<file path="config.mk">
export PLATFORM = sky130hd
export DESIGN_NAME = pix_port_fmt
export DESIGN_NICKNAME = d
export VERILOG_FILES = /design/src/rtl/pix_fmt_pkg.sv /design/src/rtl/pix_fmt_seq.sv /design/src/rtl/pix_fmt_map.sv /design/src/rtl/pix_port_fmt.sv
export SDC_FILE = /design/constraint.sdc
export NUM_CORES = 1
export LEC_CHECK = 0
export BUFFER_PORTS_ARGS = -buffer_cell sky130_fd_sc_hd__buf_2
export CAP_MARGIN = 20
export CORE_ASPECT_RATIO = 0.9
export CORE_MARGIN = 3
export CORE_UTILIZATION = 43
export CTS_CLUSTER_DIAMETER = 80
export CTS_CLUSTER_SIZE = 28
export DETAILED_ROUTE_END_ITERATION = 8
export GPL_TIMING_DRIVEN = 0
export PLACE_DENSITY = 0.79
export REMOVE_ABC_BUFFERS = 1
export SLEW_MARGIN = 10
export SYNTH_ARGS = -nofsm -noshare
export SYNTH_HDL_FRONTEND = slang
export SYNTH_SLANG_ARGS = --single-unit
</file>
<file path="constraint.sdc">
create_clock -name clk -period 2.1 [get_ports clk]
set_clock_uncertainty 0.05 [all_clocks]
set_input_delay 0.105 -clock clk [delete_from_list [all_inputs] [get_ports clk]]
set_output_delay 0.105 -clock clk [all_outputs]
set_load 0.02 [all_outputs]
</file>
<file path="src/rtl/pix_fmt_pkg.sv">
package pix_fmt_pkg;
   typedef enum logic [1:0] {
      PM_YC8   = 2'd0,
      PM_YC16  = 2'd1,
      PM_RGB15 = 2'd2,
      PM_RGB16 = 2'd3
   } pix_mode_e;
endpackage

</file>
<file path="src/rtl/pix_fmt_seq.sv">
module pix_fmt_seq
   import pix_fmt_pkg::*;
#(
   parameter int SLOT_W = 2
) (
   input  logic              clk,
   input  logic              rst_n,
   input  logic              in_valid,
   input  logic [1:0]        mode_sel,
   output pix_mode_e         mode_q,
   output logic [SLOT_W-1:0] slot
);
   if (SLOT_W < 2) begin : g_bad_slot
      $error("pix_fmt_seq: SLOT_W must be at least 2");
   end

   always_ff @(posedge clk) begin
      if (!rst_n) begin
         mode_q <= PM_YC8;
         slot   <= '0;
      end else begin
         if (!in_valid) begin
            mode_q <= pix_mode_e'(mode_sel);
            slot   <= '0;
         end else begin
            slot   <= slot + 1'b1;
         end
      end
   end


   mode_hold_chk: assert property (@(posedge clk) disable iff (!rst_n)
      (in_valid && $past(in_valid)) |-> $stable(mode_q));


   slot_restart_chk: assert property (@(posedge clk) disable iff (!rst_n)
      $rose(in_valid) |-> (slot == '0));
endmodule

</file>
<file path="src/rtl/pix_fmt_map.sv">
module pix_fmt_map
   import pix_fmt_pkg::*;
#(
   parameter int COMP_W = 8,
   parameter int R_W    = 5,
   parameter int G_W    = 6,
   parameter int B_W    = 5,
   parameter int SLOT_W = 2,
   localparam int PORT_W = 2 * COMP_W
) (
   input  pix_mode_e         mode,
   input  logic [SLOT_W-1:0] slot,
   input  logic [COMP_W-1:0] y,
   input  logic [COMP_W-1:0] cb,
   input  logic [COMP_W-1:0] cr,
   input  logic [R_W-1:0]    r,
   input  logic [G_W-1:0]    g,
   input  logic [B_W-1:0]    b,
   output logic [PORT_W-1:0] word
);
   localparam int G15_W  = G_W - 1;
   localparam int R15_LO = B_W + G15_W;
   localparam int R16_LO = B_W + G_W;

   if (R_W + G_W + B_W != PORT_W) begin : g_bad_rgb
      $error("pix_fmt_map: RGB widths must fill the port");
   end
   if (R15_LO + R_W != PORT_W - 1) begin : g_bad_rgb15
      $error("pix_fmt_map: 15-bit layout must leave one spare bit");
   end

   logic [COMP_W-1:0] mux_byte;
   logic [COMP_W-1:0] chroma;

   always_comb begin
      unique case (slot[1:0])
         2'd0:    mux_byte = cb;
         2'd2:    mux_byte = cr;
         default: mux_byte = y;
      endcase
      chroma = slot[0] ? cr : cb;
   end

   always_comb begin
      word = '0;
      unique case (mode)
         PM_YC8:  word = {mux_byte, {COMP_W{1'b0}}};
         PM_YC16: word = {y, chroma};
         PM_RGB15: begin
            word[B_W-1:0]         = b;
            word[B_W +: G15_W]    = g[G15_W-1:0];
            word[R15_LO +: R_W]   = r;
         end
         PM_RGB16: begin
            word[B_W-1:0]         = b;
            word[B_W +: G_W]      = g;
            word[R16_LO +: R_W]   = r;
         end
         default: word = '0;
      endcase
   end
endmodule

</file>
<file path="src/rtl/pix_port_fmt.sv">
module pix_port_fmt
   import pix_fmt_pkg::*;
#(
   parameter int COMP_W  = 8,
   parameter int R_W     = 5,
   parameter int G_W     = 6,
   parameter int B_W     = 5,
   parameter bit OUT_REG = 1'b1,
   localparam int PORT_W = 2 * COMP_W
) (
   input  logic              clk,
   input  logic              rst_n,
   input  logic [1:0]        mode_sel,
   input  logic              in_valid,
   input  logic [COMP_W-1:0] in_y,
   input  logic [COMP_W-1:0] in_cb,
   input  logic [COMP_W-1:0] in_cr,
   input  logic [R_W-1:0]    in_red,
   input  logic [G_W-1:0]    in_grn,
   input  logic [B_W-1:0]    in_blu,
   output logic              out_valid,
   output logic [PORT_W-1:0] out_port
);
   localparam int SLOT_W = 2;

   if (COMP_W < 1) begin : g_bad_comp
      $error("pix_port_fmt: COMP_W must be positive");
   end

   pix_mode_e         mode_q;
   logic [SLOT_W-1:0] slot;
   logic [PORT_W-1:0] word;

   pix_fmt_seq #(.SLOT_W(SLOT_W)) u_seq (
      .clk      (clk),
      .rst_n    (rst_n),
      .in_valid (in_valid),
      .mode_sel (mode_sel),
      .mode_q   (mode_q),
      .slot     (slot)
   );

   pix_fmt_map #(
      .COMP_W (COMP_W),
      .R_W    (R_W),
      .G_W    (G_W),
      .B_W    (B_W),
      .SLOT_W (SLOT_W)
   ) u_map (
      .mode (mode_q),
      .slot (slot),
      .y    (in_y),
      .cb   (in_cb),
      .cr   (in_cr),
      .r    (in_red),
      .g    (in_grn),
      .b    (in_blu),
      .word (word)
   );

   if (OUT_REG) begin : g_reg
      logic              vld_q;
      logic [PORT_W-1:0] port_q;
      pix_mode_e         mode_d;

      always_ff @(posedge clk) begin
         if (!rst_n) begin
            vld_q  <= 1'b0;
            port_q <= '0;
            mode_d <= PM_YC8;
         end else begin
            vld_q  <= in_valid;
            port_q <= in_valid ? word : '0;
            mode_d <= mode_q;
         end
      end

      assign out_valid = vld_q;
      assign out_port  = port_q;


      valid_delay_chk: assert property (@(posedge clk) disable iff (!rst_n)
         1'b1 |=> (out_valid == $past(in_valid)));


      yc8_low_zero_chk: assert property (@(posedge clk) disable iff (!rst_n)
         (out_valid && mode_d == PM_YC8) |-> (out_port[COMP_W-1:0] == '0));


      rgb15_msb_chk: assert property (@(posedge clk) disable iff (!rst_n)
         (out_valid && mode_d == PM_RGB15) |-> (out_port[PORT_W-1] == 1'b0));
   end else begin : g_comb
      assign out_valid = in_valid;
      assign out_port  = in_valid ? word : '0;
   end


   idle_zero_chk: assert property (@(posedge clk) disable iff (!rst_n)
      !out_valid |-> (out_port == '0));
endmodule

</file>
==> key figures <==
Detailed routing
  – Iter 0 DRT Violations: 31
  – Routed vias: 1076
  – Drt first pass iters: 4
  – Routed wire length: between 2000 and 3000 um
  – Final ANT Viol Nets: 0
  – DR WL/cell: 14.1 um
  – Post-route DRC: 0
  – Post-DR vias/cell: 5.38

Timing
  – Relative slew slack: 38.5%
  – TNS Setup: 0 ns
  – Final Hold Viols: 0
  – Setup violations, final: 0
  – RSZ-0062 raised after global routing: false
  – Fmax: between 500 and 600 MHz
  – Minimum clock period: around 1.9 ns
  – Final period utilization: 92.0%
  – Setup ws final: 0.168 ns
  – Slew Limit Fails: 0
  – Worst-margin pin slew: around 0.9 ns

Logic synthesis
  – Synth warn: 0
  – Synth Area per Inst: 9.84 sq um
  – Syn Std Cell Area: 0.00107 sq mm
  – Seq/Total Area, Yosys: 39.2%
  – Synth Register Bits: 21
  – Gate count of the mapped netlist: ~110
  – Distinct cells, synth: 24

Clock tree
  – H-tree depth: 1
  – Clock buffer depth: 2
  – CTS tree: done
  – Skew-Pair Late Insertion Delay: 0.31 ns
  – Worst-path clk slew: 0.12 ns
  – Post_cts resized: 0
  – CTS Sinks: 21
  – Root cell of the clock tree: clkbuf_4
  – Num CTS Buffers: 3

Setup path
  – CP arrival: 2.12 ns
  – CP max FO: 10
  – Crit Path Category: flop to flop
  – Critical Path End Type: flop
  – Setup crit start kind: flop
  – Required @ worst endpoint: 2.28 ns

Place
  – I/O Buffers: 61
  – Final HPWL DP: around 2000 um
  – Pre-CTS WS: between 0.2 and 0.25 ns
  – RD Place Congestion: 0.809

Power
  – Leak pwr: around 0.69 nW
  – Pwr Total: roughly 0.00084 W
  – Worst vdd ir: 0.000451 V
  – Pwr/cell area: 576 mW/mm^2

Global route
  – Vias in the first global route: 1065
  – Largest net degree at the start of global routing: 25
  – GRT Total Usage: 19.0%
  – Grt ovf: 0
  – First-pass GRT wire length: roughly 4500 um
  – Initial antenna violation count: 0

Cells and area
  – Commonest non-fill, non-tap cells in the layout: buf_2, dfxtp_1, nor2_1, a22oi_1, mux2_2
  – Commonest non-fill, non-tap cell in the layout: buf_2
  – Area grow syn2layout: 36.4%
  – Share of post-route cells with drive strength above 1: a little under half
  – Diodes inserted: 0
  – Nets: 221

Floorplan
  – Core Region: 0.00226 sq mm
  – Die H: 53.4 um
  – # IOs: between 60 and 70
  – Row count: 16
  – Initial Util: 47.4%
  – Die Wd: 58.6 um
  – Die area: about 0.0031 sq mm

Run
  – MaxCap Viol Count: 0

Hold path
  – Hold crit path type: input pin to flop

Outcome
  – Status: finished clean
==> cells in the mapped netlist (all sizes together) <==
cell    instances  area [sq um]
nand3b          3          22.5
mux2i           7          70.1
ha              2          25.0
or2             1          6.26
nor2           11          41.3
a22o            3          26.3
nor2b           3          18.8
buf             6          37.5
dfxtp          21           420
a22oi          11          82.6
a21oi           3          15.0
o21bai          1          7.51
nand2           6          22.5
and3            1          6.26
mux2            9           101
clkbuf          2          7.51
inv             3          11.3
nand2b          1          6.26
o21ai           5          25.0
a221oi         10           119
==> metal layers <==
metal | up-vias | routed length, um | share of wire, % | GRT usage, %
met4 | 0 | 13 | 0.46 | 2.26
met1 | 494 | 1180 | 42 | 21.8
met5 | - | 0 | 0 | 0
li1 | 535 | - | - | -
met2 | 45 | 1360 | 48 | 35.5
met3 | 2 | 258 | 9.2 | 5.85
==> layout make-up <==
class / instances / area, sq um
fill: 194 / 800
inverter: 3 / 11.3
sequential: 21 / 420
multi-input combinational: 77 / 596
clock buffer: 4 / 26.3
timing repair buffer: 68 / 375
tap: 27 / 33.8
==> repair_timing <==
item,4_1_cts,5_1_grt
buffers inserted,0,0
endpoints found under the hold margin,7,0
hold buffers,7,0
==> critical path, cell delays in order (launching register included) <==
cell	delay [ns]
dfxtp_1	0.62
inv_1	0.14
ha_1	0.35
nor2_1	0.34
nand2_1	0.12
a221oi_2	0.24
==> path summary, 6_finish.rpt <==
kind	depth (start not counted)	from	slack, ns	end
setup / recovery	5	u_seq.slot[0]	0.17	out_port[10]
hold / removal	3	in_grn[2]	0.002	out_port[7]
setup reg to reg	5	u_seq.slot[0]	0.17	out_port[10]
hold reg to reg	1	u_seq.slot[0]	0.59	u_seq.slot[0]
==> per-stage QoR <==
stage               cells  hold WS, ns  util (%)  area [sq um]
floorplan             101        0.183         -          1030
global placement      189        0.300      60.4          1370
detailed placement    189        0.315      60.4          1370
CTS                   200      0.00246      64.7          1460
global route          200       0.0258      64.7          1460
finish                200      0.00220      64.7          1460
==> state kept, by name, summed over array words and instances (netlist names) <==
register,cells
u_seq.mode_q,2
out_port,16
out_valid,1
u_seq.slot,2
==> cells by family (layout without fill, tap and decap cells) <==
family | after synthesis | after routing | share of synthesized area, %
simple gates | 26 | 26 | 11.6
buf+inv | 11 | 75 | 5.25
compound gates | 33 | 33 | 25.7
flops | 21 | 21 | 39.2
mux | 16 | 16 | 16.0
fa+ha+maj | 2 | 2 | 2.33
==> power by group <==
part           switching (W)  leakage [nW]  internal (W)  total, W
clock network       0.000129        0.0150     0.0000742  0.000203
registers          0.0000200         0.172      0.000417  0.000437
logic              0.0000992         0.500      0.000103  0.000202
total               0.000248         0.687      0.000594  0.000842
No activity file was read; power rests on OpenSTA's default activity.
